File: src/rtl/serload_pkg.sv
package serload_pkg;

  typedef enum logic [1:0] {
    ARR_ONE_A = 2'd0,
    ARR_ONE_B = 2'd1,
    ARR_VERT  = 2'd2,
    ARR_HORZ  = 2'd3
  } arrange_e;

  typedef enum logic [1:0] {
    SEL_CTRL   = 2'd0,
    SEL_CHR_LO = 2'd1,
    SEL_CHR_HI = 2'd2,
    SEL_PRG    = 2'd3
  } reg_sel_e;

  localparam int NUM_REGS  = 4;
  localparam int REG_SEL_W = 2;
  localparam int BYTE_W    = 8;
  localparam int RST_BIT   = 7;

  typedef struct packed {
    logic     chr_mode;
    logic     prg_mode;
    logic     fixed_slot;
    arrange_e arrange;
  } ctrl_fields_t;

  function automatic ctrl_fields_t decode_ctrl(logic [4:0] raw);
    ctrl_fields_t f;
    f.arrange    = arrange_e'(raw[1:0]);
    f.fixed_slot = raw[2];
    f.prg_mode   = raw[3];
    f.chr_mode   = raw[4];
    return f;
  endfunction

endpackage

File: src/rtl/serload_gap_filter.sv
module serload_gap_filter #(
  parameter int GAP_CYCLES = 2
) (
  input  logic clk,
  input  logic rst,
  input  logic wr_en,
  input  logic force_bit,
  output logic accept
);
  localparam int AGE_W = $clog2(GAP_CYCLES + 1);
  localparam logic [AGE_W-1:0] AGE_MAX = AGE_W'(GAP_CYCLES);

  logic [AGE_W-1:0] age_q;

  function automatic logic spacing_ok(logic [AGE_W-1:0] age);
    return age >= AGE_MAX;
  endfunction

  assign accept = wr_en && (force_bit || spacing_ok(age_q));

  always_ff @(posedge clk) begin
    if (rst)                 age_q <= AGE_MAX;
    else if (wr_en)          age_q <= AGE_W'(1);
    else if (age_q != AGE_MAX) age_q <= age_q + AGE_W'(1);
  end


  back_to_back_drop_chk: assert property (@(posedge clk) disable iff (rst)
    ((GAP_CYCLES >= 2) && wr_en && !force_bit && $past(wr_en)) |-> !accept);


  force_pass_chk: assert property (@(posedge clk) disable iff (rst)
    (wr_en && force_bit && $past(wr_en)) |-> accept);

endmodule

File: src/rtl/serload_shifter.sv
module serload_shifter #(
  parameter int DATA_W = 5
) (
  input  logic                       clk,
  input  logic                       rst,
  input  logic                       step,
  input  logic                       clear,
  input  logic                       bit_in,
  output logic                       commit,
  output logic [DATA_W-1:0]          commit_val,
  output logic [DATA_W-1:0]          shift_q,
  output logic [$clog2(DATA_W+1)-1:0] count_q
);
  localparam int CNT_W = $clog2(DATA_W + 1);
  localparam logic [CNT_W-1:0] LAST_CNT = CNT_W'(DATA_W - 1);

  function automatic logic [DATA_W-1:0] next_shift(logic [DATA_W-1:0] cur, logic b);
    return {b, cur[DATA_W-1:1]};
  endfunction

  assign commit     = step && (count_q == LAST_CNT);
  assign commit_val = next_shift(shift_q, bit_in);

  always_ff @(posedge clk) begin
    if (rst || clear || commit) begin
      shift_q <= '0;
      count_q <= '0;
    end else if (step) begin
      shift_q <= commit_val;
      count_q <= count_q + CNT_W'(1);
    end
  end


  count_range_chk: assert property (@(posedge clk) disable iff (rst)
    count_q <= LAST_CNT);


  commit_clears_chk: assert property (@(posedge clk) disable iff (rst)
    commit |=> (count_q == '0 && shift_q == '0));


  clear_empties_chk: assert property (@(posedge clk) disable iff (rst)
    clear |=> (count_q == '0));

endmodule

File: src/rtl/serload_regfile.sv
module serload_regfile
  import serload_pkg::*;
#(
  parameter int          DATA_W      = 5,
  parameter logic [4:0]  CTRL_RST    = 5'h0C,
  parameter bit          RAM_DIS_RST = 1'b0
) (
  input  logic                         clk,
  input  logic                         rst,
  input  logic                         commit,
  input  logic [REG_SEL_W-1:0]         sel,
  input  logic [DATA_W-1:0]            val,
  input  logic                         force_modes,
  output logic [NUM_REGS-1:0][DATA_W-1:0] bank_w,
  output logic                         last_hi_q
);
  localparam logic [DATA_W-1:0] FORCE_MASK = DATA_W'(5'b01100);

  function automatic logic [DATA_W-1:0] rst_val(int idx);
    if (idx == int'(SEL_CTRL)) return DATA_W'(CTRL_RST);
    if (idx == int'(SEL_PRG))  return DATA_W'({RAM_DIS_RST, 4'b0000});
    return '0;
  endfunction

  for (genvar i = 0; i < NUM_REGS; i++) begin : g_reg
    logic [DATA_W-1:0] r_q;
    always_ff @(posedge clk) begin
      if (rst)
        r_q <= rst_val(i);
      else if (commit && sel == REG_SEL_W'(i))
        r_q <= val;
      else if (force_modes && i == int'(SEL_CTRL))
        r_q <= r_q | FORCE_MASK;
    end
    assign bank_w[i] = r_q;
  end

  always_ff @(posedge clk) begin
    if (rst)
      last_hi_q <= 1'b0;
    else if (commit && sel == SEL_CHR_LO)
      last_hi_q <= 1'b0;
    else if (commit && sel == SEL_CHR_HI)
      last_hi_q <= 1'b1;
  end


  force_sets_modes_chk: assert property (@(posedge clk) disable iff (rst)
    force_modes |=> (bank_w[SEL_CTRL][3:2] == 2'b11));


  force_keeps_banks_chk: assert property (@(posedge clk) disable iff (rst)
    force_modes |=> $stable(bank_w[SEL_CHR_HI]));


  last_hi_set_chk: assert property (@(posedge clk) disable iff (rst)
    (commit && sel == SEL_CHR_HI) |=> last_hi_q);


  last_lo_set_chk: assert property (@(posedge clk) disable iff (rst)
    (commit && sel == SEL_CHR_LO) |=> !last_hi_q);

endmodule

File: src/rtl/serial_reg_loader.sv
module serial_reg_loader
  import serload_pkg::*;
#(
  parameter int         ADDR_W      = 15,
  parameter int         DATA_W      = 5,
  parameter int         GAP_CYCLES  = 2,
  parameter logic [4:0] CTRL_RST    = 5'h0C,
  parameter bit         RAM_DIS_RST = 1'b0
) (
  input  logic                         clk,
  input  logic                         rst,
  input  logic                         wr_en,
  input  logic [ADDR_W-1:0]            wr_addr,
  input  logic [7:0]                   wr_data,
  output logic [1:0]                   nt_arrange,
  output logic                         fixed_slot_sel,
  output logic                         prg_mode,
  output logic                         chr_mode,
  output logic [DATA_W-1:0]            chr_bank_lo,
  output logic [DATA_W-1:0]            chr_bank_hi,
  output logic [3:0]                   prg_bank,
  output logic                         ram_disable,
  output logic                         last_chr_hi,
  output logic [DATA_W-1:0]            dbg_shift,
  output logic [$clog2(DATA_W+1)-1:0]  dbg_count
);
  localparam int CNT_W  = $clog2(DATA_W + 1);
  localparam int SEL_LO = ADDR_W - REG_SEL_W;

  logic accept, accept_bit, accept_rst, commit;
  logic [DATA_W-1:0] commit_val;
  logic [NUM_REGS-1:0][DATA_W-1:0] bank_w;
  logic [REG_SEL_W-1:0] sel;
  ctrl_fields_t cf;

  assign sel        = wr_addr[ADDR_W-1:SEL_LO];
  assign accept_bit = accept && !wr_data[RST_BIT];
  assign accept_rst = accept &&  wr_data[RST_BIT];

  serload_gap_filter #(.GAP_CYCLES(GAP_CYCLES)) u_gap (
    .clk(clk), .rst(rst), .wr_en(wr_en),
    .force_bit(wr_data[RST_BIT]), .accept(accept)
  );

  serload_shifter #(.DATA_W(DATA_W)) u_shift (
    .clk(clk), .rst(rst), .step(accept_bit), .clear(accept_rst),
    .bit_in(wr_data[0]), .commit(commit), .commit_val(commit_val),
    .shift_q(dbg_shift), .count_q(dbg_count)
  );

  serload_regfile #(.DATA_W(DATA_W), .CTRL_RST(CTRL_RST),
                    .RAM_DIS_RST(RAM_DIS_RST)) u_regs (
    .clk(clk), .rst(rst), .commit(commit), .sel(sel), .val(commit_val),
    .force_modes(accept_rst), .bank_w(bank_w), .last_hi_q(last_chr_hi)
  );

  assign cf             = decode_ctrl(bank_w[SEL_CTRL][4:0]);
  assign nt_arrange     = cf.arrange;
  assign fixed_slot_sel = cf.fixed_slot;
  assign prg_mode       = cf.prg_mode;
  assign chr_mode       = cf.chr_mode;
  assign chr_bank_lo    = bank_w[SEL_CHR_LO];
  assign chr_bank_hi    = bank_w[SEL_CHR_HI];
  assign prg_bank       = bank_w[SEL_PRG][3:0];
  assign ram_disable    = bank_w[SEL_PRG][4];


  bit_step_count_chk: assert property (@(posedge clk) disable iff (rst)
    (accept_bit && !commit) |=> (dbg_count == $past(dbg_count) + CNT_W'(1)));


  dropped_write_stable_chk: assert property (@(posedge clk) disable iff (rst)
    (wr_en && !accept) |=> ($stable(dbg_count) && $stable(chr_bank_lo)));

endmodule

File: config.mk
export PLATFORM = sky130hd
export DESIGN_NAME = serial_reg_loader
export DESIGN_NICKNAME = d
export VERILOG_FILES = /design/src/rtl/serload_pkg.sv /design/src/rtl/serload_gap_filter.sv /design/src/rtl/serload_shifter.sv /design/src/rtl/serload_regfile.sv /design/src/rtl/serial_reg_loader.sv
export SDC_FILE = /design/constraint.sdc
export NUM_CORES = 1
export LEC_CHECK = 0
export BUFFER_PORTS_ARGS = -buffer_cell sky130_fd_sc_hd__buf_2
export CORE_MARGIN = 1.5
export CORE_UTILIZATION = 43
export DETAILED_ROUTE_END_ITERATION = 10
export HOLD_SLACK_MARGIN = 0.15
export PLACE_DENSITY_LB_ADDON = 0.2
export SLEW_MARGIN = 20
export SYNTH_ARGS = -nofsm -noshare
export SYNTH_HDL_FRONTEND = slang
export SYNTH_SLANG_ARGS = --single-unit
File: constraint.sdc
create_clock -name clk -period 1.5 [get_ports clk]
set_input_delay 0.3 -clock clk [delete_from_list [all_inputs] [get_ports clk]]
set_output_delay 0.3 -clock clk [all_outputs]
set_load 0.03 [all_outputs]
-- Word level (Yosys, flattened, before mapping)
Index checks and enable logic that the tools add are counted.
W data, S select, Z words.
- register bits: 31
- input port bits: 26
- output and inout port bits: 29
- logic and storage cells: 37
- $add $sub $neg: 2
- magnitude comparators: 1
- eq/ne operators: 5
- mux-type cells: 4
- reductions and logical operators: 16
- operators by type and width (kind ; number):
    $logic_and A1 B1 Y1 ; 8
    $mux W5 ; 1
    $eq A2 B2 Y1 const B ; 2
    $mux W2 ; 2
    $mux W4 ; 1
    $reduce_bool A2 Y1 ; 2
    $add A3 B1 Y3 const B ; 1
    $eq A3 B3 Y1 const B ; 1
    $logic_or A1 B1 Y1 ; 3
    $add A2 B1 Y2 const B ; 1
    $eq A2 B1 Y1 const B ; 1
    $ge A2 B2 Y1 const B ; 1
    $logic_not A2 Y1 ; 1
    $ne A2 B2 Y1 const B ; 1
    $reduce_or A2 Y1 ; 1
    $logic_not A1 Y1 ; 1

-- Logic depth before layout (Yosys ltp)
Gate-level depths: netlist of run 1.
- depth after elaboration: 7
- mapped depth: 7
- depth with buffers taken out: 5

-- By module
From an unflattened synthesis of run 1, not the netlist that was laid out.
- cells, all modules: 130
- area, all modules: 1361.3 um^2
- modules (own cells, without submodules) (module ; times used ; cells each ; area each (um^2) ; sequential area each (um^2)):
    serload_regfile ; 1 ; 79 ; 858.3 ; 420.4
    serload_shifter ; 1 ; 37 ; 384.1 ; 160.2
    serload_gap_filter ; 1 ; 12 ; 102.6 ; 40.0
    serial_reg_loader ; 1 ; 2 ; 16.3 ; 0.0

-- Worst setup path after synthesis of run 1
OpenSTA, ideal clock, no wires.
- kind: register -> register
- from: register u_shift.count_q[0]
- to: register u_regs.g_reg[2].r_q[0]
- setup time: 0.072 ns
- arrival: 1.542 ns
- data required time: 1.428 ns
- setup slack: -0.114 ns
- stages on the path, launching flop included: 6
- buffers on the path: 0
- period minus slack after synthesis: 1.614 ns
- cell sequence: dfxtp_1 inv_1 ha_1 and3_2 nor4b_4 mux2i_1
- cells in the longest elaborated chain, start to end: 3
- RTL lines (what ; RTL line ; text):
    start, declared ; serload_shifter.sv:12 ; output logic [$clog2(DATA_W+1)-1:0] count_q
    start signal, assigned ; serload_shifter.sv:30 ; count_q <= count_q + CNT_W'(1);
    $eq A3 B3 Y1 ; serload_shifter.sv:21 ; assign commit = step && (count_q == LAST_CNT);
    $logic_and A1 B1 Y1 ; serload_shifter.sv:21 ;
    $logic_and A1 B1 Y1 ; serload_regfile.sv:30 ; else if (commit && sel == REG_SEL_W'(i))
    end signal, assigned ; serload_regfile.sv:29 ; r_q <= rst_val(i);
    end signal, assigned ; serload_regfile.sv:31 ; r_q <= val;
    end signal, assigned ; serload_regfile.sv:33 ; r_q <= r_q | FORCE_MASK;
    end, declared ; serload_regfile.sv:26 ; logic [DATA_W-1:0] r_q;
No other way between the ends.
A chain may end at the register's enable or synchronous reset.

-- Final worst setup path of run 1
- from: register u_shift.count_q[0]
- to: register u_regs.g_reg[2].r_q[2]
Same word-level chain as after synthesis.

==> qor.yml, run 1 <==
sta:
  period_share: 0.9182
  worst_pin_slew_ps: 334.9
  slew_viol_final: 0
  setup_viol: 0
  tns_ps: 0
  finClkSkew_ps: 8.281
  max_freq_mhz: 726.0
  max_slew_margin: 0.7710
  whs_ps: 201.0
  fin_crit_ps: 1377
  hold_viol_final: 0
yosys:
  synth_edf_count: 0
  yosys_most_used_dff: "dfxtp_1"
  synthArstFlopShare: 0
  syn_area_um2: 1421
  seq_area_frac_synth: 0.4366
  synth.distinct_cells: 31
  synth_nets: 180
  synth_cells: 151
  ys_warn_count: 0
  postSynthAreaPerCell_um2: 9.413
  synth_seq_cells: 31
finish:
  final_cell_mix: "buf_2, dfxtp_1, a21oi_1, nand2b_1, buf_4"
  final_common_cell: "buf_2"
  fillCellCount: 309
  antenna_cells: 0
  fin_nets: 227
  syn2layout_area_growth_pct: 29.14
  drive_gt1_frac: 0.3568
grt:
  grt_pass1_vias: 1226
  grt_max_degree: 29
  grt_usage: 0.2067
  grt_overflow: 0
  antenna_found_initial: 0
  grt_pass1_wl_um: 5630
route:
  via_per_inst: 5.461
  wl_per_cell_um: 14.09
  ant_nets: 0
  route.vias.total: 1327
  drt_wl_total_um: 3425
  drtIter0Drc: 63
  dr.pass1.iters: 4
  drt_drc_violations_left: 0
clock_tree:
  cts_buffer_depth: 2
  htreeDepth: 2
  clock_tree.root_cell: "clkbuf_4"
  clk-insertion-delay-late_ps: 330
  clk_pin_slew_ps: 100
  numCtsBuffers: 5
  cts_tree: "done"
  cts.sinks: 31
critical_path:
  setup.worst_path.end_class: "register"
  crit_type: "reg2reg"
  worst-path-max-fanout: 5
  required_ps: 1760
  critPathArrivalTime_ps: 1640
  startpoint_type: "register"
floorplan:
  pin_count: 55
  initial_core_util: 0.4581
  fp-row-count: 20
  dieArea_um2: 3660
  die_y_um: 60.50
  coreArea_um2: 3103
  die_x_um: 60.50
power_and_ir_drop:
  switching_power_w: 0.0004161
  p_per_area_nw_per_um2: 877.0
  combPwrFrac: 0.132
  seqPwrFrac: 0.524
  p_sw_frac: 0.2585
  vdd_drop_max_uv: 501.7
  power_leakage_nw: 0.7506
  clock_power_share: 0.344
  p_int_w: 0.001194
place:
  io_buffers: 35
  dp_hpwl_um: 2454
  gp_congestion: 0.8752
status:
  outcome: "completed"
min_path:
  hp-class: "in2reg"
job:
  drv_cap: 0
[state kept, by name (all words and copies together), names as in the netlist]
name and cells:
u_regs.g.r_q 20, u_shift.shift_q 5, u_shift.count_q 3, u_gap.age_q 2
u_regs.last_hi_q 1
[synthesized netlist by cell type, types with 2 or more instances]
| library cell | number | area [µm²] |
|---|---|---|
| nand4_1 | 8 | 50.05 |
| nand3_1 | 7 | 35.03 |
| dfxtp_1 | 31 | 620.6 |
| nand4b_1 | 2 | 17.52 |
| o21ai_0 | 7 | 35.03 |
| mux2i_1 | 12 | 120.1 |
| nor3_1 | 2 | 10.01 |
| ha_1 | 3 | 37.54 |
| nand2b_1 | 16 | 100.1 |
| a21oi_1 | 17 | 85.08 |
| o31ai_1 | 9 | 67.56 |
| inv_1 | 4 | 15.01 |
| buf_2 | 6 | 30.03 |
| nor2_1 | 8 | 30.03 |
| clkbuf_1 | 3 | 11.26 |
[stage by stage]
step	area (µm²)	setup WS, ps	cells	power [W]	util
after global routing	1836	-8.088	243	0.001682	0.5915
after detailed placement	1690	17.55	230	0.001050	0.5448
final	1836	122.7	243	0.001610	0.5915
after floorplan	1438	9.209	151	0.0009858	-
after CTS	1760	7.935	238	0.001601	0.5673
after global placement	1690	64.72	230	0.001038	0.5448
[final cells by class]
type / count / area (µm²) / share of cell area
multi-input combinational: 106 / 779.5 / 0.4247
tap: 44 / 55.05 / 0.02999
clock buffer: 8 / 68.82 / 0.03749
sequential: 31 / 625.6 / 0.3408
timing repair buffer: 50 / 291.5 / 0.1588
inverter: 4 / 15.01 / 0.008180
[per-layer routing]
layer | part of all wire | global-route usage
met2 | 0.49 | 0.3323
met1 | 0.44 | 0.2675
met4 | 0.017 | 0.07453
met3 | 0.051 | 0.05757
met5 | 0 | 0
[critical path, stage by stage (launching register included)]
cell     delay (ps)
dfxtp_2         340
inv_2            70
ha_4            160
and3_4          190
nor4b_4         200
buf_6           170
mux2i_1         190
[power groups by stage]
stage,combinational (W),sequential (W),clock [W]
final,0.000213,0.000844,0.000553
after global routing,0.000232,0.000846,0.000604
after CTS,0.000191,0.000842,0.000568
after detailed placement,0.000189,0.000861,0
after global placement,0.000178,0.000860,0
after floorplan,0.000120,0.000865,0
[final timing paths]
path | start | end | slack [ps] | depth (start not counted)
hold / removal | wr_en | u_gap.age_q[1] | 200 | 2
setup reg to reg | u_shift.count_q[0] | u_regs.g_reg[2].r_q[2] | 120 | 6
setup / recovery | u_shift.count_q[0] | u_regs.g_reg[2].r_q[2] | 120 | 6
hold reg to reg | u_regs.g_reg[2].r_q[4] | u_regs.g_reg[2].r_q[4] | 470 | 2
[cells by family after synthesis]
family                     Yosys count  synth area share
DFF                                 31            0.4366
adders and majority gates            3           0.02641
buffers and inverters               14           0.04753
and+or+nand+nor                     52            0.2386
muxes                               12           0.08451
AOI/OAI and AO/OA                   38            0.1602
xor gates and xnor gates             1          0.006163
[repair_timing]
action,in CTS,in global routing
setup endpoints to repair,1,27
resized for setup,1,9
hold buffers,0,0
buffers inserted,0,5
pin swaps,0,1
No activity file was read; power rests on OpenSTA's default activity.
==> run 2: changes to the inputs <==
==> constraint.sdc (replaced) <==
create_clock -name clk -period 1.2 [get_ports clk]
set_input_delay 0.24 -clock clk [delete_from_list [all_inputs] [get_ports clk]]
set_output_delay 0.24 -clock clk [all_outputs]
set_load 0.03 [all_outputs]
==> run 2 against run 1 <==
Critical path depth unchanged; largest power group unchanged; cell area increased by 20%; the run now ends with negative setup slack left; largest cell class unchanged; sequential share of layout area down 4.7 points.
==> qor.yml, run 2 (synthesis results as in run 1) <==
floorplan:
  dieArea_um2: 3660  # unchanged
  pin_count: 55  # unchanged
  initial_core_util: 0.4581  # unchanged
  die_x_um: 60.50  # unchanged
  fp-row-count: 20  # unchanged
  coreArea_um2: 3103  # unchanged
  die_y_um: 60.50  # unchanged
clock_tree:
  clk-insertion-delay-late_ps: 350  # was 330 ps
  htreeDepth: 2  # unchanged
  cts.sinks: 31  # unchanged
  numCtsBuffers: 5  # unchanged
  cts_buffer_depth: 2  # unchanged
  cts_tree: "done"  # unchanged
  clk_pin_slew_ps: 100  # about the same
  cts_hold_buf: 0  # unchanged
  clock_tree.root_cell: "clkbuf_4"  # unchanged
critical_path:
  ff2ff_path_depth: 6  # unchanged
  r2r-end: "u_regs.g_reg[2].r_q[0]"  # was u_regs.g_reg[2].r_q[2]
  startpoint: "u_shift.count_q[1]"  # was u_shift.count_q[0]
  setup.worst_path.end_class: "register"  # unchanged
  crit_path_cell_trace: "inv_4 -> ha_4 -> and3_4 -> nor4b_4 -> buf_4 -> mux2i_1"  # was inv_2 -> ha_4 -> and3_4 -> nor4b_4 -> buf_6 -> mux2i_1
  critPathArrivalTime_ps: 1700  # was 1640 ps
  crit_type: "reg2reg"  # unchanged
  worst-path-max-fanout: 6  # was 5
  worstSetupEndpoint: "u_regs.g_reg[2].r_q[0]"  # was u_regs.g_reg[2].r_q[2]
  max_stage_delay_ps: 360  # was 340 ps
  reg2reg_from: "u_shift.count_q[1]"  # was u_shift.count_q[0]
  required_ps: 1480  # was 1760 ps
  startpoint_type: "register"  # unchanged
  ff2ff_setup_slack_ps: -220  # was 120 ps
  crit_path_top_delay_cell: "dfxtp_4"  # was dfxtp_2
finish:
  final_cells: 261  # was 243
  syn2layout_area_growth_pct: 54.40  # was 29.14%
  drive_gt1_frac: 0.5438  # was 0.3568
  antenna_cells: 0  # unchanged
  top_regs: "u_regs.g.r_q x20, u_shift.shift_q x5, u_shift.count_q x3"  # unchanged
  final_common_cell: "buf_4"  # was buf_2
  largest_register_ffs: 20  # unchanged
  final_cell_mix: "buf_4, buf_2, dfxtp_1, nand2b_1, a21oi_1"  # was buf_2, dfxtp_1, a21oi_1, nand2b_1, buf_4
  max_flop_register: "u_regs.g.r_q"  # unchanged
  fin_nets: 245  # was 227
power_and_ir_drop:
  power_leakage_nw: 0.8753  # was 0.7506 nW
  p_int_w: 0.001605  # was 0.001194 W
  seqPwrFrac: 0.469  # was 0.524
  clock_power_share: 0.359  # was 0.344
  p_per_area_nw_per_um2: 1014  # was 877.0 nW/µm²
  switching_power_w: 0.0006191  # was 0.0004161 W
  combPwrFrac: 0.172  # was 0.132
  vdd_drop_max_uv: 938.0  # was 501.7 µV
  p_sw_frac: 0.2783  # was 0.2585
route:
  drt_drc_violations_left: 0  # unchanged
  ant_nets: 0  # unchanged
  via_per_inst: 5.483  # was 5.461
  route.vias.total: 1431  # was 1327
  dr.pass1.iters: 4  # unchanged
  drt_wl_total_um: 4179  # was 3425 µm
  drtIter0Drc: 55  # was 63
  wl_per_cell_um: 16.01  # was 14.09 µm
grt:
  grt_usage: 0.2542  # was 0.2067
  grt_pass1_wl_um: 6706  # was 5630 µm
  grt_pass1_vias: 1449  # was 1226
  grt_overflow: 0  # unchanged
  grt_max_degree: 29  # unchanged
  antenna_found_initial: 0  # unchanged
place:
  dp_hpwl_um: 2769  # was 2454 µm
  dpl.cell_count: 247  # was 230
  io_buffers: 35  # unchanged
  post-place-ws_ps: -219.8  # was 17.55 ps
  gp_congestion: 0.8114  # was 0.8752
sta:
  slew_viol_final: 0  # unchanged
  max_slew_margin: 0.7909  # was 0.7710
  fin_crit_ps: 1417  # was 1377 ps
  rsz0062_at_grt: "true"
  max_freq_mhz: 705.8  # was 726.0 MHz
  setup_viol: 31  # was 0
  hold_viol_final: 0  # unchanged
  fin_ws_ps: -216.9  # was 122.7 ps
  period_share: 1.181  # was 0.9182
  finClkSkew_ps: 10.73  # was 8.281 ps
  worst_pin_slew_ps: 312.8  # was 334.9 ps
min_path:
  hp-class: "in2reg"  # unchanged
status:
  violations: "negative setup slack"
  outcome: "complete, but fails checks"  # was completed
job:
  drv_cap: 0  # unchanged
==> run 2: cell count changes in the layout (fill, tap and decap cells not counted), moves of 4 or more <==
| cell | delta |
|---|---|
| buf_4 | +16 |
| buf_2 | -9 |
| o31ai_1 | -9 |
| o21ai_0 | -7 |
| buf_6 | +6 |
| o21ai_2 | +6 |
| dfxtp_1 | -5 |
| dfxtp_4 | +5 |
| o31ai_2 | +5 |
| a21oi_1 | -4 |
| a21oi_2 | +4 |
| clkbuf_4 | +4 |
| o31ai_4 | +4 |
==> run 2: cell type report <==
cell class	instances	area, µm²
inverter	4	20.02
sequential	31	644.4
fill	266	908.4
timing repair buffer	68	479.2
clock buffer	7	76.32
tap	44	55.05
multi-input combinational	106	914.6
clock inverter	1	5.005
==> run 2: critical path: cells and delay by family (launching register included) <==
kind | cells | cell delay, ps
DFF | 1 | 360
adders and majority gates | 1 | 160
muxes | 1 | 190
buffers and inverters | 2 | 240
and+or+nand+nor | 2 | 410
==> run 2: power groups by stage <==
| stage | clock [W] | combinational (W) | sequential, W |
|---|---|---|---|
| 2_1_floorplan | 0 | 0.000170 | 0.00108 |
| 3_3_place_gp | 0 | 0.000276 | 0.00107 |
| 3_5_place_dp | 0 | 0.000293 | 0.00107 |
| 4_1_cts | 0.000809 | 0.000362 | 0.00105 |
| 5_1_grt | 0.000848 | 0.000407 | 0.00105 |
| 6_report | 0.000798 | 0.000382 | 0.00104 |
==> run 2: how the worst min path moves through the flow <==
stage	end	cells after the start	start
2_1_floorplan	u_gap.age_q[1]	1	wr_en
4_1_cts	u_shift.shift_q[4]	3	wr_data[0]
3_3_place_gp	u_regs.g_reg[2].r_q[1]	2	u_regs.g_reg[2].r_q[1]
5_1_grt	u_shift.shift_q[4]	3	wr_data[0]
3_5_place_dp	u_regs.g_reg[0].r_q[4]	2	u_regs.g_reg[0].r_q[4]
6_report	u_shift.shift_q[4]	3	wr_data[0]
==> run 2: routing by layer <==
layer	vias up	routed length (µm)	track usage
li1	688	-	-
met1	674	1692	0.2853
met2	52	2126	0.4410
met3	17	233	0.06397
met4	0	127	0.1398
met5	-	0	0
==> run 2: through the flow <==
step	util	hold slack (ps)	area (µm²)	setup TNS (ps)	power, W
2_1_floorplan	-	342.5	1471	-4160	0.001254
3_3_place_gp	0.5948	455.1	1846	-3709	0.001348
3_5_place_dp	0.5948	461.6	1846	-4607	0.001366
4_1_cts	0.6935	192.1	2152	-3884	0.002220
5_1_grt	0.7073	189.4	2195	-5802	0.002301
6_report	0.7073	193.3	2195	-3596	0.002225
==> run 2: what timing repair did <==
item | CTS | global route
gates resized for setup | 52 | 14
pin swaps | 32 | 5
endpoints found under the setup margin | 34 | 37
buffers inserted | 5 | 2
hold endpoints to repair | 0 | 0
